`config.mk`:
```
export PLATFORM = sky130hd
export DESIGN_NAME = cfg_key_unlock
export DESIGN_NICKNAME = d
export VERILOG_FILES = /design/src/rtl/cku_pkg.sv /design/src/rtl/cku_key_seq.sv /design/src/rtl/cku_base_lut.sv /design/src/rtl/cku_win_port.sv /design/src/rtl/cfg_key_unlock.sv
export SDC_FILE = /design/constraint.sdc
export NUM_CORES = 1
export LEC_CHECK = 0
export BUFFER_PORTS_ARGS = -buffer_cell sky130_fd_sc_hd__buf_2
export CELL_PAD_IN_SITES_DETAIL_PLACEMENT = 0
export CELL_PAD_IN_SITES_GLOBAL_PLACEMENT = 1
export CORE_MARGIN = 5
export CORE_UTILIZATION = 35
export DETAILED_ROUTE_END_ITERATION = 10
export PLACE_DENSITY_LB_ADDON = 0.15
export SLEW_MARGIN = 20
export SYNTH_ARGS = -nofsm -noshare
export SYNTH_HDL_FRONTEND = slang
export SYNTH_SLANG_ARGS = --single-unit
export TNS_END_PERCENT = 10
```
`constraint.sdc`:
```
create_clock -name clk_i -period 3.1 [get_ports clk_i]
set_clock_uncertainty 0.1 [all_clocks]
set_input_delay 0.31 -clock clk_i [delete_from_list [all_inputs] [get_ports clk_i]]
set_output_delay 0.31 -clock clk_i [all_outputs]
set_load 0.005 [all_outputs]
```
`src/rtl/cku_pkg.sv`:
```
package cku_pkg;

  typedef struct packed {
    logic       en;
    logic [2:0] irq;
    logic [2:0] idx;
  } cfg_t;

  function automatic logic [11:0] base_tab_a(input logic [2:0] idx);
    case (idx)
      3'd0: return 12'h280;
      3'd1: return 12'h290;
      3'd2: return 12'h300;
      3'd3: return 12'h310;
      3'd4: return 12'h330;
      3'd5: return 12'h340;
      3'd6: return 12'h348;
      default: return 12'h350;
    endcase
  endfunction

  function automatic logic [11:0] base_tab_b(input logic [2:0] idx);
    case (idx)
      3'd0: return 12'h220;
      3'd1: return 12'h240;
      3'd2: return 12'h280;
      3'd3: return 12'h2A0;
      3'd4: return 12'h2C0;
      3'd5: return 12'h300;
      3'd6: return 12'h320;
      default: return 12'h340;
    endcase
  endfunction

endpackage

```
`src/rtl/cku_key_seq.sv`:
```
module cku_key_seq #(
  parameter int                  ADDR_W     = 16,
  parameter int                  KEY_LEN    = 5,
  parameter logic [KEY_LEN*8-1:0] KEY       = 40'h59_B9_C5_AE_A6,
  parameter logic [ADDR_W-1:0]   FIRST_PORT = 16'h0779,
  parameter logic [ADDR_W-1:0]   NEXT_PORT  = 16'h0379,
  localparam int                 POS_W      = $clog2(KEY_LEN + 1)
) (
  input  logic              clk_i,
  input  logic              rst_ni,
  input  logic              wr_i,
  input  logic [ADDR_W-1:0] addr_i,
  input  logic [7:0]        wdata_i,
  output logic              cfg_wr_o,
  output logic [POS_W-1:0]  pos_o
);

  logic [POS_W-1:0] pos_q, pos_d;
  logic [7:0]       exp_byte;
  logic             at_first, at_next;

  assign at_first = (addr_i == FIRST_PORT);
  assign at_next  = (addr_i == NEXT_PORT);

  always_comb begin
    exp_byte = '0;
    for (int i = 0; i < KEY_LEN; i++)
      if (pos_q == POS_W'(i)) exp_byte = KEY[(KEY_LEN-1-i)*8 +: 8];
  end

  always_comb begin
    pos_d    = pos_q;
    cfg_wr_o = 1'b0;
    if (wr_i && (at_first || at_next)) begin
      if (pos_q == POS_W'(KEY_LEN)) begin
        cfg_wr_o = at_next;
        pos_d    = '0;
      end else if (pos_q == '0) begin
        pos_d = (at_first && wdata_i == exp_byte) ? POS_W'(1) : '0;
      end else begin
        pos_d = (at_next && wdata_i == exp_byte) ? pos_q + POS_W'(1) : '0;
      end
    end
  end

  always_ff @(posedge clk_i or negedge rst_ni)
    if (!rst_ni) pos_q <= '0;
    else         pos_q <= pos_d;

  assign pos_o = pos_q;

endmodule

```
`src/rtl/cku_base_lut.sv`:
```
module cku_base_lut #(
  parameter int ADDR_W    = 16,
  parameter int TABLE_VAR = 0
) (
  input  logic [2:0]        idx_i,
  output logic [ADDR_W-1:0] base_o
);

  generate
    if (TABLE_VAR == 0) begin : g_tab_a
      assign base_o = ADDR_W'(cku_pkg::base_tab_a(idx_i));
    end else begin : g_tab_b
      assign base_o = ADDR_W'(cku_pkg::base_tab_b(idx_i));
    end
  endgenerate

endmodule

```
`src/rtl/cku_win_port.sv`:
```
module cku_win_port #(
  parameter int ADDR_W    = 16,
  parameter int WIN_BYTES = 16,
  parameter int STAT_OFF  = 9
) (
  input  logic              clk_i,
  input  logic              rst_ni,
  input  logic              en_i,
  input  logic [ADDR_W-1:0] base_i,
  input  logic              wr_i,
  input  logic              rd_i,
  input  logic [ADDR_W-1:0] addr_i,
  input  logic              wbit_i,
  output logic [7:0]        rdata_o
);

  logic [ADDR_W-1:0] off;
  logic              in_win, at_stat, alive_q;

  assign off     = addr_i - base_i;
  assign in_win  = en_i && (addr_i >= base_i) && (off < ADDR_W'(WIN_BYTES));
  assign at_stat = in_win && (off == ADDR_W'(STAT_OFF));

  always_ff @(posedge clk_i or negedge rst_ni)
    if (!rst_ni)               alive_q <= 1'b0;
    else if (wr_i && at_stat)  alive_q <= wbit_i;

  always_comb begin
    if (!(rd_i && in_win)) rdata_o = 8'hFF;
    else if (at_stat)      rdata_o = {alive_q, 7'b0};
    else                   rdata_o = 8'h00;
  end

endmodule

```
`src/rtl/cfg_key_unlock.sv`:
```
module cfg_key_unlock #(
  parameter int                   ADDR_W     = 16,
  parameter int                   KEY_LEN    = 5,
  parameter logic [KEY_LEN*8-1:0] KEY        = 40'h59_B9_C5_AE_A6,
  parameter logic [ADDR_W-1:0]    FIRST_PORT = 16'h0779,
  parameter logic [ADDR_W-1:0]    NEXT_PORT  = 16'h0379,
  parameter int                   TABLE_VAR  = 0,
  parameter int                   WIN_BYTES  = 16,
  parameter int                   STAT_OFF   = 9,
  localparam int                  POS_W      = $clog2(KEY_LEN + 1)
) (
  input  logic              clk_i,
  input  logic              rst_ni,
  input  logic              wr_i,
  input  logic              rd_i,
  input  logic [ADDR_W-1:0] addr_i,
  input  logic [7:0]        wdata_i,
  output logic [7:0]        rdata_o,
  output logic              en_o,
  output logic [ADDR_W-1:0] base_o,
  output logic [2:0]        irq_o
);

  cku_pkg::cfg_t    cfg_q;
  logic             cfg_wr;
  logic [POS_W-1:0] seq_pos;

  cku_key_seq #(
    .ADDR_W(ADDR_W), .KEY_LEN(KEY_LEN), .KEY(KEY),
    .FIRST_PORT(FIRST_PORT), .NEXT_PORT(NEXT_PORT)
  ) u_seq (
    .clk_i, .rst_ni, .wr_i, .addr_i, .wdata_i,
    .cfg_wr_o(cfg_wr), .pos_o(seq_pos)
  );

  // packed config byte: [7] enable, [6:4] irq code, [2:0] table index
  always_ff @(posedge clk_i or negedge rst_ni)
    if (!rst_ni)     cfg_q <= '0;
    else if (cfg_wr) cfg_q <= '{en: wdata_i[7], irq: wdata_i[6:4], idx: wdata_i[2:0]};

  cku_base_lut #(.ADDR_W(ADDR_W), .TABLE_VAR(TABLE_VAR)) u_lut (
    .idx_i(cfg_q.idx), .base_o(base_o)
  );

  cku_win_port #(.ADDR_W(ADDR_W), .WIN_BYTES(WIN_BYTES), .STAT_OFF(STAT_OFF)) u_win (
    .clk_i, .rst_ni, .en_i(cfg_q.en), .base_i(base_o), .wr_i, .rd_i, .addr_i,
    .wbit_i(wdata_i[7]), .rdata_o(rdata_o)
  );

  assign en_o  = cfg_q.en;
  assign irq_o = cfg_q.irq;

endmodule

```
# Word level (Yosys, flattened, before mapping)

Index checks and enable logic that the tools add are counted.

Bits in registers: 11
Bits in latches: 0
Memory bits (writable): 0
Bits in read-only memories: 0
Word-level logic and storage cells: 49
Memories kept: 0

$add $sub $neg: 2
Multipliers: 0
Divide/modulo/power cells: 0
Magnitude comparators: 2
Equal/unequal tests: 15
Shifts and indexed selects: 0
Muxes and demuxes: 14
Bitwise gates (word level): 0
Reductions and logical operators: 11

Operators by type and width:

| cell                                                | count |
|---|---|
| case mux 9 bit (7 select lines)                     | 1 |
| two-way mux 8 bit                                   | 6 |
| == test 16 x 10 -> 1 bit, second input constant     | 1 |
| == test 16 x 11 -> 1 bit, second input constant     | 1 |
| == test 16 x 4 -> 1 bit, second input constant      | 1 |
| greater-or-equal comparator 16 x 10 -> 1 bit        | 1 |
| < comparator 16 x 5 -> 1 bit, second input constant | 1 |
| subtractor 16 x 10 -> 16 bit                        | 1 |
| == test 3 bit, second input constant                | 5 |
| == test 3 x 2 -> 1 bit, second input constant       | 4 |
| two-way mux 3 bit                                   | 3 |
| == test 8 bit                                       | 1 |
| logical AND 1 bit                                   | 8 |
| two-way mux 7 bit                                   | 1 |
| == test 3 x 1 -> 1 bit, second input constant       | 2 |
| zero test 3 bit                                     | 2 |
| adder 3 x 1 -> 3 bit, second input constant         | 1 |
| two-way mux 1 bit                                   | 3 |
| logical OR 1 bit                                    | 1 |

# Depth between registers and ports, before layout

Gate-level depths: netlist of run 1.

Word-level depth: 11
Gate-level depth with buffers: 12
Gate-level depth less buffers: 11

# Cells and area by module

Synthesis of run 1 repeated with hierarchy kept, for this count alone.

Cell total of the unflattened synthesis: 262
Area, all modules: 2,113.3 sq um

Modules (own cells, without submodules):

| module         | instances | cells each | area each (sq um) |
|---|---|---|---|
| cku_win_port   | 1         | 165        | 1,143.6 |
| cku_key_seq    | 1         | 60         | 516.7 |
| cfg_key_unlock | 1         | 18         | 314.1 |
| cku_base_lut   | 1         | 19         | 138.9 |

# Least setup slack after synthesis of run 1

OpenSTA, ideal clock, no wires.

Path type: register -> output
From: reg cfg_q[1] (netlist bit)
To: out rdata_o[1]
Arrival: 2,492 ps
Slack: 198 ps
Cell stages (with the launch flop): 13
Buffers on the path: 1
Cells stage by stage: dfrtp_1 > nand2b_1 > or2_2 > and2_1 > inv_1 > fa_1 > nand2b_1 > a211o_1 > nand4b_1 > o31ai_1 > or2_2 > nand3_1 > buf_4

Cells in the longest elaborated chain, start to end: 7
Elaborated cells on any way between the ends: 15
Those cells by class: add/sub (1); order compare (2); eq/ne (6); mux (2); reduce/logical (4)

Ends and longest elaborated chain:

| item                                                                                         | line                                   | RTL |
|---|---|---|
| start, declared                                                                              | cfg_key_unlock.sv:24                   | `cku_pkg::cfg_t cfg_q;` |
| start signal, assigned                                                                       | cfg_key_unlock.sv:39                   | `else if (cfg_wr) cfg_q <= '{en: wdata_i[7], irq: wdata_i[6:4], idx: wdata_i[2:0]};` |
| == test 3 bit (tied with other cells)                                                        | cku_pkg.sv:10                          | `case (idx)` |
| case mux 9 bit (7 select lines) (*)                                                          | cku_pkg.sv:10                          |  |
| via base_o[4]                                                                                | cfg_key_unlock.sv:20                   | `output logic [ADDR_W-1:0] base_o,` |
| subtractor 16 x 10 -> 16 bit or greater-or-equal comparator 16 x 10 -> 1 bit (tied branches) | cku_win_port.sv:20, cku_win_port.sv:21 |  |
| < comparator 16 x 5 -> 1 bit or logical AND 1 bit (tied branches)                            | cku_win_port.sv:21                     | `assign in_win = en_i && (addr_i >= base_i) && (off < ADDR_W'(WIN_BYTES));` |
| logical AND 1 bit (*)                                                                        | cku_win_port.sv:21                     |  |
| logical AND 1 bit (*)                                                                        | cku_win_port.sv:29                     | `if (!(rd_i && in_win)) rdata_o = 8'hFF;` |
| two-way mux 8 bit (*)                                                                        | cku_win_port.sv:29                     |  |
| end, declared                                                                                | cfg_key_unlock.sv:18                   | `output logic [7:0] rdata_o,` |

The timed path passes the listed nets; every way through them passes the cells marked *.

# Worst setup path in the final report of run 1

From: reg cfg_q[2] (netlist bit)
To: out rdata_o[5]

Cells in the longest elaborated chain, start to end: 7
Elaborated cells on any way between the ends: 15
Those cells by class: add/sub (1); order compare (2); eq/ne (6); mux (2); reduce/logical (4)

Ends and longest elaborated chain:

| item                                                                                         | line |
|---|---|
| == test 3 bit (tied with other cells)                                                        | cku_pkg.sv:10 |
| case mux 9 bit (7 select lines) (*)                                                          | cku_pkg.sv:10 |
| subtractor 16 x 10 -> 16 bit or greater-or-equal comparator 16 x 10 -> 1 bit (tied branches) | cku_win_port.sv:20, cku_win_port.sv:21 |
| < comparator 16 x 5 -> 1 bit or logical AND 1 bit (tied branches)                            | cku_win_port.sv:21 |
| logical AND 1 bit (*)                                                                        | cku_win_port.sv:21 |
| logical AND 1 bit (*)                                                                        | cku_win_port.sv:29 |
| two-way mux 8 bit (*)                                                                        | cku_win_port.sv:29 |

Mark *: on every way between the ends. The rest lies on a longest branch, timed or not.

==> impl_results.md, run 1 <==
* DP Area at between 0.0015 and 0.002 sq mm
* Top cell family by delay on the critical path: simple AND/OR/NAND/NOR gates
* Flop pwr share at 38.2%
* Vias post-DR at approximately 1.4k
* Syn. warnings at 0
* Gate power share at between 20% and 30%
* Core area at 0.004058 sq mm
* Vias in the first global route at roughly 1.4k
* Async set-or-reset flop fraction in the synthesized netlist at 100.0%
* Diodes inserted at 0
* Yosys reg bits at 11
* WP data arrival at 2.63 ns
* Net Switching at 105.6 uW
* PortBufs at between 40 and 50
* Die width at between 70 and 80 microns
* Drt initial violations at 57
* Antenna Violating Nets Remaining at 0
* Min Hold Slack at 0.2324 ns
* Hold Crit Class: in2reg
* Final instance area at 0.001784 sq mm
* Final worst path period share at just under 100%
* CTS tree: yes
* Top FF cell, synth: dfrtp_1
* Mean area per synthesized cell at 8.038 sq um
* DIE AREA at between 0.005 and 0.006 sq mm
* Clock latency at the later pin of the worst-skew pair at between 0.2 and 0.25 ns
* WP buf/inv at 2
* Post-Route WL at 3880 microns
* Cells after Synth at 184
* Sw Ratio at approximately 28%
* Die Ht at 75.01 microns
* Clk slew on worst S/H paths at about 0.050 ns
* Netlist Area Pre-Place at around 0.0015 sq mm
* Worst Setup End Kind: output port
* Drt drc at 0
* Max-slew headroom at between 40% and 50%
* FILL cells at 424
* Setup violations, final at 0
* Worst Path Required at 2.69 ns
* Leak Pwr at approximately 0.0009 uW
* Std-Cell Rows at 23
* Detailed Place HPWL at 3153 microns
* CP Max Fanout at 7
* Pre-Repair DR Iteration Count at 4
* Root Buffer Master: clkbuf_8
* Tot Pwr at roughly 380 uW
* Slowest CP cell: dfrtp_1
* Post-layout min period at just over 3 ns
* Critical Path Max Stage Delay at between 0.4 and 0.5 ns
* Max VDD drop at between 200 and 300 uV
* Clock Sinks at 11
* Area grow syn2layout at 20.64%
* Fin util at 43.97%
* Setup Crit Path Kind: reg2out
* All-Layer GR Usage at between 10 and 15%
* Finished Layout Cells at around 270
* CTS buffer count at 3
* Max Slew Vio Count at 0
* Initial antenna violation count at 0
* Max Freq at ~0.33 GHz
* Wire per inst at 14.21 microns
* Starting density of the core at 36.45%
* Sequential cell area fraction in the yosys report at about a fifth
* Post-synth EDFFs at 0
* Crit path top cell by count: or2_4
* Largest net degree at the start of global routing at 13
* Cell variety after synth at 54
* Worst-margin pin slew at 0.7873 ns
* Status: finished, final reports clean
* CP Cell Sequence: nand2b_1 > or2_4 > and2_4 > inv_1 > fa_2 > nand2b_4 > a211o_4 > nand4b_1 > o31ai_2 > or2_4 > nand3_4 > buf_2
* Share of post-route cells with drive strength above 1 at approximately 31%
* Internal power at approximately 270 uW
* Clk buf depth at 2
* Power per Cell Area at ~210 mW/mm^2
* H-tree Lvls at 1
* GRT overflow at 0
* Nets at about 260
* Final hold vios at 0
* Maxcap violations at 0
* Post-DR vias/cell at 5.154
* I/O pins at 56
* CP Launch Type: flip-flop
* Unrepaired setup endpoints after global routing: true
* DP Cell Count at 266
* First-pass GRT wire length at between 6000 and 7000 microns
* Clock network power share at a little under two fifths
* Final Wtd Congestion at 0.8108
## timing repair
item,4_1_cts,5_1_grt
endpoints found under the hold margin,11,0
hold buffers,1,0
setup buffers,1,1
resized for setup,11,3
pin swaps,4,2
setup endpoints to repair,8,8
## flip-flops by register name, summed over array words and instances (netlist names)
register / cells
cfg_q: 3
en_o: 1
u_seq.pos_o: 3
irq_o: 3
u_win.alive_q: 1
## cells in the final DEF, fill, tap and decap left out, types with 2 or more instances in the layout
cell type  instances
or2_1              2
nor3_1             2
or2_4              2
nor2b_1            4
buf_2             45
mux2_1             8
nor4_1             3
nand2b_1           6
nand3_1            4
o21ai_0            8
xnor2_1            3
nand4_1            4
buf_4              3
a21oi_1            8
o2111ai_1          2
inv_1             14
ha_1              11
dfrtp_1           11
or2_2              2
a21oi_2            2
conb_1            10
xor2_1             4
nand2_1           12
nor2_1             9
a21o_1             3
o31ai_1            2
clkbuf_8           3
a31oi_1            2
## through the flow
stage | worst slack, ns | setup TNS (ns)
floorplan | 0.1982 | 0
CTS | -0.007813 | -0.03719
detailed placement | 0.07157 | 0
global route | -0.09201 | -0.6951
finish | 0.06476 | 0
global placement | 0.1478 | 0
## cell type report
class / instances / area, sq um / area share, %
Multi-Input combinational cell: 145 / 1091 / 61.15
Sequential cell: 11 / 275.3 / 15.43
Timing Repair Buffer: 49 / 257.7 / 14.45
Tap cell: 50 / 62.56 / 3.506
Inverter: 14 / 52.55 / 2.945
Clock buffer: 4 / 45.04 / 2.525
## Yosys cell counts (all sizes together) (2+ instances only)
library cell / instances / area share [%]
buf: 21 / 11
inv: 14 / 3.6
nand2: 12 / 3.0
dfrtp: 11 / 19
ha: 11 / 9.3
a21oi: 10 / 3.4
nor2: 10 / 2.7
o21ai: 9 / 3.0
mux2: 8 / 6.1
nand2b: 7 / 3.0
or2: 6 / 2.5
nand3: 5 / 1.7
nand4: 4 / 1.7
nor2b: 4 / 1.7
xor2: 4 / 2.4
a21o: 3 / 1.5
nor3: 3 / 1.8
nor4: 3 / 1.3
o31ai: 3 / 1.5
xnor2: 3 / 1.8
a311oi: 2 / 1.2
a31oi: 2 / 0.85
conb: 2 / 0.51
nand4b: 2 / 1.6
nor4b: 2 / 1.2
o2111ai: 2 / 1.2
## power groups by stage
stage | Combinational [uW] | Sequential (uW) | Clock, uW
finish | 90.4 | 144 | 142
global route | 101 | 144 | 154
CTS | 88.2 | 144 | 145
detailed placement | 79.0 | 146 | 0
global placement | 78.4 | 146 | 0
floorplan | 49.6 | 146 | 0
## final timing paths
check	start	endpoint	slack (ns)	cells past startpoint
setup reg to reg	cfg_q[2]	u_win.alive_q	0.35	11
hold reg to reg	irq_o[2]	irq_o[2]	0.39	1
setup / recovery	cfg_q[2]	rdata_o[5]	0.06	12
max in group asynchronous	rst_ni	cfg_q[1]	2.33	2
hold / removal	wdata_i[6]	irq_o[2]	0.23	2
min in group asynchronous	rst_ni	en_o	0.36	2
## per-layer routing
metal  GRT usage, %  up-vias  wire, microns
met2          24.76       52           1845
met1          18.88      647           1738
met4         0.7905        0              0
li1               -      708              -
met5              0        -              0
met3          3.071        0            295
## logic make-up after synthesis
group           count (synthesis)  share of synthesized area [%]
fa+ha+maj                      12                          10.66
compound gates                 40                          17.60
simple gates                   67                          27.16
flops                          11                          18.61
mux                             9                          6.768
xor+xnor                        7                          4.146
other cells                     2                         0.5078
buf+inv                        36                          14.55
Note: power is estimated with default switching activity, not from simulation.
==> inputs of run 2 (changes only) <==
- CORE_UTILIZATION: 35 -> 39
- SYNTH_HIERARCHICAL: not set -> 1
==> run 2 against run 1 <==
The run now ends with setup timing left. Register-to-register slack got worse by 0.53 ns. Flip-flop and latch count did not move. Clock power barely moved. Critical path type unchanged. Critical endpoint is now rdata_o[7]. Largest cell class unchanged. Largest power group is now combinational cells.
==> impl_results.md, run 2 <==
* Status: complete, but fails checks (was finished, final reports clean)
* Failing checks: setup timing
* Netlist Area Pre-Place at 0.002113 sq mm (was 0.001479 sq mm)
* Dominant cell type by area after synthesis: dfrtp_1 (unchanged)
* Std-Cell Rows at 26 (was 23)
* CP Launch Type: flip-flop (unchanged)
* Slowest CP cell: or4_4 (was dfrtp_1)
* Worst Path Required at 2.69 ns (about the same)
* Count leader, synth: inv_1 (was buf_4)
* WP buf/inv at 2 (unchanged)
* Flop-to-flop setup slack at -0.18 ns (was 0.35 ns)
* All-Layer GR Usage at 16.45% (was 14.21%)
* Worst reg2reg path depth at 13 (was 11)
* Final worst path period share at 117.3% (was 97.91%)
* GRT overflow at 0 (unchanged)
* WP data arrival at 3.23 ns (was 2.63 ns)
* Commonest non-fill, non-tap cell in the layout: buf_4 (was buf_2)
* Core area at 0.005172 sq mm (was 0.004058 sq mm)
* Pre-Repair DR Iteration Count at 4 (unchanged)
* Fin util at 55.49% (was 43.97%)
* Hold Crit Class: in2reg (unchanged)
* Min Hold Slack at 0.2364 ns (was 0.2324 ns)
* Final Wtd Congestion at 0.9251 (was 0.8108)
* Initial antenna violation count at 0 (unchanged)
* Post-DR vias/cell at 5.127 (was 5.154)
* Met2 GRT Util at 27.55% (was 24.76%)
* Mean area per synthesized cell at 8.066 sq um (was 8.038 sq um)
* Worst hold path depth at 2 (unchanged)
* Grt peak-use layer: met2 (unchanged)
* Starting density of the core at 40.86% (was 36.45%)
* Synth top area share at 13.03% (was 18.61%)
* Drt drc at 0 (unchanged)
* CP Max Fanout at 4 (was 7)
* Commonest cells after routing, fill and taps aside: buf_4 (55), buf_2 (45), inv_1 (23), ha_1 (17), a21oi_1 (14) (was buf_2 (45), inv_1 (14), nand2_1 (12), ha_1 (11), dfrtp_1 (11))
* Vias in the first global route at 2064 (was 1403)
* CTS tree: yes (unchanged)
* Nets at 399 (was 264)
* Largest net degree at the start of global routing at 15 (was 13)
* Share of post-route cells with drive strength above 1 at 45.40% (was 30.94%)
* Cell variety after synth at 67 (was 54)
* Synth top cells by count: inv_1 (26), buf_4 (21), ha_1 (21) (was buf_4 (19), inv_1 (14), nand2_1 (12))
* DIE AREA at 0.006991 sq mm (was 0.005626 sq mm)
* Leak Pwr at 0.001331 uW (was 0.0008742 uW)
* PortBufs at 45 (unchanged)
* First-pass GRT wire length at 9735 microns (was 6361 microns)
* Antenna Violating Nets Remaining at 0 (unchanged)
* Root Buffer Master: clkbuf_8 (unchanged)
* Die width at 83.61 microns (was 75.01 microns)
* Routing usage on met3 at 1.579% (was 3.071%)
* I/O pins at 56 (unchanged)
* Setup Crit Path Kind: reg2out (unchanged)
* Cells after Synth at 262 (was 184)
* Post-layout min period at 3.637 ns (was 3.035 ns)
* Postcts setup bufs at 0 (was 1)
* Met1 global-route usage at 23.02% (was 18.88%)
* Clk slew on worst S/H paths at 0.05 ns (about the same)
* Max Freq at 0.2750 GHz (was 0.3295 GHz)
* Setup TNS at -4.427 ns (was 0 ns)
* Drt initial violations at 150 (was 57)
* Async set-or-reset flop fraction in the synthesized netlist at 100.0% (unchanged)
* Detailed Place HPWL at 5066 microns (was 3153 microns)
* Tot Pwr at 566.4 uW (was 376.8 uW)
* FILL cells at 506 (was 424)
* Crit path top cell by count: nand2b_4 (was or2_4)
* Maxcap violations at 0 (unchanged)
* Max VDD drop at 193.8 uV (was 275.4 uV)
* Post-Route WL at 5933 microns (was 3880 microns)
* RR Endpoint: u_win/alive_q (was u_win.alive_q)
* Yosys reg bits at 11 (unchanged)
* Reg area at 276.5 sq um (was 275.3 sq um)
* Area grow syn2layout at 35.82% (was 20.64%)
* Unrepaired setup endpoints after global routing: true (unchanged)
* Top cell family by delay on the critical path: simple AND/OR/NAND/NOR gates (unchanged)
* H-tree Lvls at 1 (unchanged)
* Clock latency at the later pin of the worst-skew pair at 0.23 ns (was 0.24 ns)
* Post-synth EDFFs at 0 (unchanged)
* Vias post-DR at 2143 (was 1407)
* Max Slew Vio Count at 0 (unchanged)
* Die Ht at 83.61 microns (was 75.01 microns)
* Syn. warnings at 6 (was 0)
* Setup violations, final at 9 (was 0)
* Worst r2r src: cfg_q[1] (was cfg_q[2])
* Final hold vios at 0 (unchanged)
* Critical Path Max Stage Delay at 0.56 ns (was 0.41 ns)
* Wire per inst at 14.19 microns (was 14.21 microns)
* Power per Cell Area at 197.3 mW/mm^2 (was 211.2 mW/mm^2)
* Sequential cell area fraction in the yosys report at 13.03% (was 18.61%)
* Hold endpoint: cfg_q[0] (was irq_o[2])
* Clk buf depth at 2 (unchanged)
* Diodes inserted at 0 (unchanged)
* CP Cell Sequence: nand2b_4 > xnor2_4 > inv_2 > ha_4 > nand3_1 > o22ai_2 > nor4_1 > or4_4 > nor4_4 > nand4_1 > nand2b_4 > a2111o_1 > buf_2 (was nand2b_1 > or2_4 > and2_4 > inv_1 > fa_2 > nand2b_4 > a211o_4 > nand4b_1 > o31ai_2 > or2_4 > nand3_4 > buf_2)
* Top FF cell, synth: dfrtp_1 (unchanged)
* Worst setup margin at -0.5367 ns (was 0.06476 ns)
* CTS buffer count at 3 (unchanged)
* Hold Startpoint: wdata_i[0] (was wdata_i[6])
* Clock Sinks at 11 (unchanged)
* Synth top area cells: dfrtp_1 (13%), ha_1 (12%), buf_4 (7.5%) (was dfrtp_1 (19%), buf_4 (9.6%), ha_1 (9.3%))
* Worst Setup End Kind: output port (unchanged)
* Multi-input logic area at 0.001708 sq mm (was 0.001091 sq mm)
## run 2: area by class of cell
cell class	count	share of cell area, %
Clock buffer	4	1.569
Inverter	28	3.662
Multi-Input combinational cell	204	59.50
Sequential cell	11	9.634
Tap cell	70	3.051
Timing Repair Buffer	101	22.58
## run 2: metrics by stage
step | cells | setup slack (ns) | area (sq um)
after global routing | 418 | -0.7057 | 2870
after global placement | 413 | -0.3957 | 2714
after CTS | 418 | -0.6532 | 2788
after detailed placement | 413 | -0.4999 | 2714
after floorplan | 270 | -0.4912 | 2217
final | 418 | -0.5367 | 2870
## run 2: worst register-to-register path, stage by stage (launching register included)
cell and delay [ns]:
dfrtp_1 0.41, nand2b_4 0.18, xnor2_4 0.15, inv_2 0.06, ha_4 0.29, nand3_1 0.11
o22ai_2 0.16, nor4_1 0.09, or4_4 0.56, nor4_4 0.14, nand4_1 0.13, buf_4 0.17
nor4b_4 0.27, mux2_4 0.33
## run 2: where the power goes
| group | internal (uW) | switching, uW | total [uW] |
|---|---|---|---|
| Sequential | 144 | 0.000890 | 144 |
| Combinational | 138 | 145 | 283 |
| Clock | 89.9 | 49.3 | 139 |
## run 2: cell families after synthesis
| kind of cell | synth area share (%) |
|---|---|
| AO/OA/AOI/OAI | 21.55 |
| XOR/XNOR | 4.973 |
| adder cells (fa/ha/maj) | 13.38 |
| buffers and inverters | 14.27 |
| flip-flops | 13.03 |
| multiplexers | 8.585 |
| other | 0.3554 |
| AND/OR/NAND/NOR | 23.86 |
## run 2: worst max-delay path by stage
stage	startpoint	endpoint	slack (ns)	depth (start not counted)
5_1_grt	cfg_q[1]	rdata_o[4]	-0.71	13
3_3_place_gp	cfg_q[1]	rdata_o[7]	-0.40	13
4_1_cts	cfg_q[1]	rdata_o[0]	-0.65	13
3_5_place_dp	cfg_q[1]	rdata_o[7]	-0.50	13
6_report	cfg_q[1]	rdata_o[7]	-0.54	13
2_1_floorplan	cfg_q[2]	rdata_o[1]	-0.49	14
## run 2: repair_timing
action | 4_1_cts | 5_1_grt
resized for setup | 4 | 15
endpoints found under the hold margin | 11 | 0
hold buffers | 1 | 0
endpoints found under the setup margin | 9 | 9
pin swaps | 4 | 8
cloned | 0 | 0
## run 2: metal layers
layer / up-vias / share of wire (%)
met5: - / 0
met4: 0 / 0.81
met3: 6 / 4.3
met2: 58 / 48
met1: 980 / 47
li1: 1099 / -
==> inputs of run 3 (changes only) <==
- CORE_ASPECT_RATIO: not set -> 0.9
- CORE_UTILIZATION: 39 -> 40
- clock period: 3.1 -> 4.3 ns (I/O delays scaled with it)
==> run 3 against run 2 <==
The flow now finishes without violations. Worst setup slack improved by 0.73 ns. Global-route usage decreased by 0.46 points. Critical path type unchanged. Register-to-register slack improved by 1.0 ns. Combinational power decreased by 44%. Critical path depth unchanged. Critical endpoint is now rdata_o[0]. Non-clock buffer count decreased by 53. Worst hold slack improved by 0.15 ns. Utilization decreased by 10 points. Sequential share of layout area increased by 2.1 points. Final area decreased by 18%. Die area decreased by 2.2%. Clock power decreased by 30%.
==> impl_results.md, run 3 (synthesized netlist as in run 2, its figures left out) <==
* Min Hold Slack at 0.3832 ns (was 0.2364 ns)
* Hold Crit Class: in2reg (unchanged)
* Core area at 0.005192 sq mm (was 0.005172 sq mm)
* First-pass GRT wire length at 8914 microns (was 9735 microns)
* Nets at 346 (was 399)
* Share of post-route cells with drive strength above 1 at 30.51% (was 45.40%)
* Max VDD drop at 107.7 uV (was 193.8 uV)
* Post-DR vias/cell at 5.329 (was 5.127)
* Setup Crit Path Kind: reg2out (unchanged)
* Die Ht at 78.96 microns (was 83.61 microns)
* Tot Pwr at 360.4 uW (was 566.4 uW)
* Setup TNS at 0 ns (was -4.427 ns)
* Final hold vios at 0 (unchanged)
* PortBufs at 45 (unchanged)
* Maxcap violations at 0 (unchanged)
* Postcts setup bufs at 0 (unchanged)
* I/O pins at 56 (unchanged)
* CTS tree: yes (unchanged)
* Status: finished, final reports clean (was complete, but fails checks)
* CP Max Fanout at 7 (was 4)
* Detailed Place HPWL at 4558 microns (was 5066 microns)
* DP Cell Count at 357 (was 413)
* Top sig layer: met3 (was met4)
* Worst-margin pin slew at between 0.5 and 0.6 ns
* Post-Route WL at 5458 microns (was 5933 microns)
* Max-slew headroom at a little over three fifths
* CP Cell Sequence: nand2b_4 > xnor2_1 > inv_1 > ha_2 > a21oi_2 > o22ai_2 > nor4_1 > or4_4 > nor4_2 > nand4_1 > nand2b_1 > or3_4 > buf_2 (was nand2b_4 > xnor2_4 > inv_2 > ha_4 > nand3_1 > o22ai_2 > nor4_1 > or4_4 > nor4_4 > nand4_1 > nand2b_4 > a2111o_1 > buf_2)
* Die width at 86.62 microns (was 83.61 microns)
* CTS buffer count at 3 (unchanged)
* Vias post-DR at 1929 (was 2143)
* Clk slew on worst S/H paths at 0.05 ns (about the same)
* Diodes inserted at 0 (unchanged)
* Met3 WL at 244 microns (was 257 microns)
* Antenna Violating Nets Remaining at 0 (unchanged)
* Pre-Repair DR Iteration Count at 4 (unchanged)
* Commonest cells after routing, fill and taps aside: buf_2 (45), inv_1 (26), ha_1 (19), a21oi_1 (17), o21ai_0 (13) (was buf_4 (55), buf_2 (45), inv_1 (23), ha_1 (17), a21oi_1 (14))
* WP data arrival at 3.58 ns (was 3.23 ns)
* All-Layer GR Usage at 15.99% (was 16.45%)
* Drt initial violations at 70 (was 150)
* Setup violations, final at 0 (was 9)
* DIE AREA at 0.006839 sq mm (was 0.006991 sq mm)
* Power per Cell Area at 153.6 mW/mm^2 (was 197.3 mW/mm^2)
* Final worst path period share at between 90% and 100%
* Drt drc at 0 (unchanged)
* Finished Layout Cells at 362 (was 418)
* Worst Path Required at 3.77 ns (was 2.69 ns)
* Largest net degree at the start of global routing at 15 (unchanged)
* Unrepaired setup endpoints after global routing: false (was true)
* Commonest non-fill, non-tap cell in the layout: buf_2 (was buf_4)
* Max Freq at 0.2433 GHz
* Max Slew Vio Count at 0 (unchanged)
* Worst Setup End Kind: output port (unchanged)
* H-tree Lvls at 1 (unchanged)
* Clk buf depth at 2 (unchanged)
* Critical Path Max Stage Delay at 0.53 ns (was 0.56 ns)
* Met1 WL at 2873 microns (was 2784 microns)
* Final Wtd Congestion at 0.8905 (was 0.9251)
* Area grow syn2layout at 11.01% (was 35.82%)
* CP Launch Type: flip-flop (unchanged)
* Leak Pwr at 0.001039 uW (was 0.001331 uW)
* Slowest CP cell: or4_4 (unchanged)
* Clock latency at the later pin of the worst-skew pair at 0.23 ns (about the same)
* Wire per inst at 15.08 microns (was 14.19 microns)
* Std-Cell Rows at 25 (was 26)
* Met2 WL at 2341 microns (was 2842 microns)
* Post-layout min period at 4.111 ns
* Clock Sinks at 11 (unchanged)
* Root Buffer Master: clkbuf_8 (unchanged)
* Initial antenna violation count at 0 (unchanged)
* GRT overflow at 0 (unchanged)
* Vias in the first global route at 1838 (was 2064)
* Starting density of the core at 40.70% (was 40.86%)
==> run 3: changes by cell type in the layout (fill, tap and decap cells not counted), sizes merged <==
cell | previous run | this run
buf | 100 | 47
==> run 3: cell type report <==
class	count	area (sq um)
fill	551	2846
inverter	28	105.1
tap	67	83.83
timing repair buffer	48	250.2
sequential	11	275.3
clock buffer	4	45.04
multi-input combinational	204	1587
==> run 3: worst max-delay path, delay by kind of cell, from the launching register on <==
family                   cells  cell delay (ns)
AO/OA/AOI/OAI                2             0.35
AND/OR/NAND/NOR              7             1.78
adder cells (fa/ha/maj)      1             0.40
flip-flops                   1             0.41
buffers and inverters        2             0.21
XOR/XNOR                     1             0.19
==> run 3: stage by stage <==
step | setup slack (ns) | utilization, % | area (sq um)
finish | 0.1894 | 45.18 | 2346
global route | 0.01209 | 45.18 | 2346
CTS | 0.06049 | 44.89 | 2331
detailed placement | 0.2659 | 43.73 | 2271
global placement | 0.2760 | 43.73 | 2271
floorplan | 0.4302 | - | 2143
==> run 3: path summary, 6_finish.rpt <==
kind	start	endpoint	slack (ns)	cells after the start
setup / recovery	cfg_q[1]	rdata_o[0]	0.19	13
hold / removal	wdata_i[2]	cfg_q[2]	0.38	2
setup reg to reg	cfg_q[1]	u_win/alive_q	0.83	12
min in group asynchronous	rst_ni	u_seq/pos_o[2]	0.51	2
hold reg to reg	u_win/alive_q	u_win/alive_q	0.40	1
max in group asynchronous	rst_ni	cfg_q[0]	3.39	2
==> run 3: repair_timing <==
item	CTS	global route
pin swaps	1	0
endpoints found under the hold margin	11	0
hold buffers	1	0
setup endpoints to repair	7	8
gates resized for setup	1	4
==> run 3: per-layer routing <==
layer / global-route usage [%] / vias up
li1: - / 988
met1: 24.37 / 898
met2: 24.08 / 43
met3: 2.593 / 0
met4: 1.869 / 0
met5: 0 / -
==> run 3: where the power goes <==
part,leakage [uW],total [uW],switching (uW),internal [uW]
registers,0.000154,104,0.000559,104
clock network,0.0000228,97.2,32.6,64.6
logic,0.000862,159,92.4,67.0
total,0.00104,360,125,235
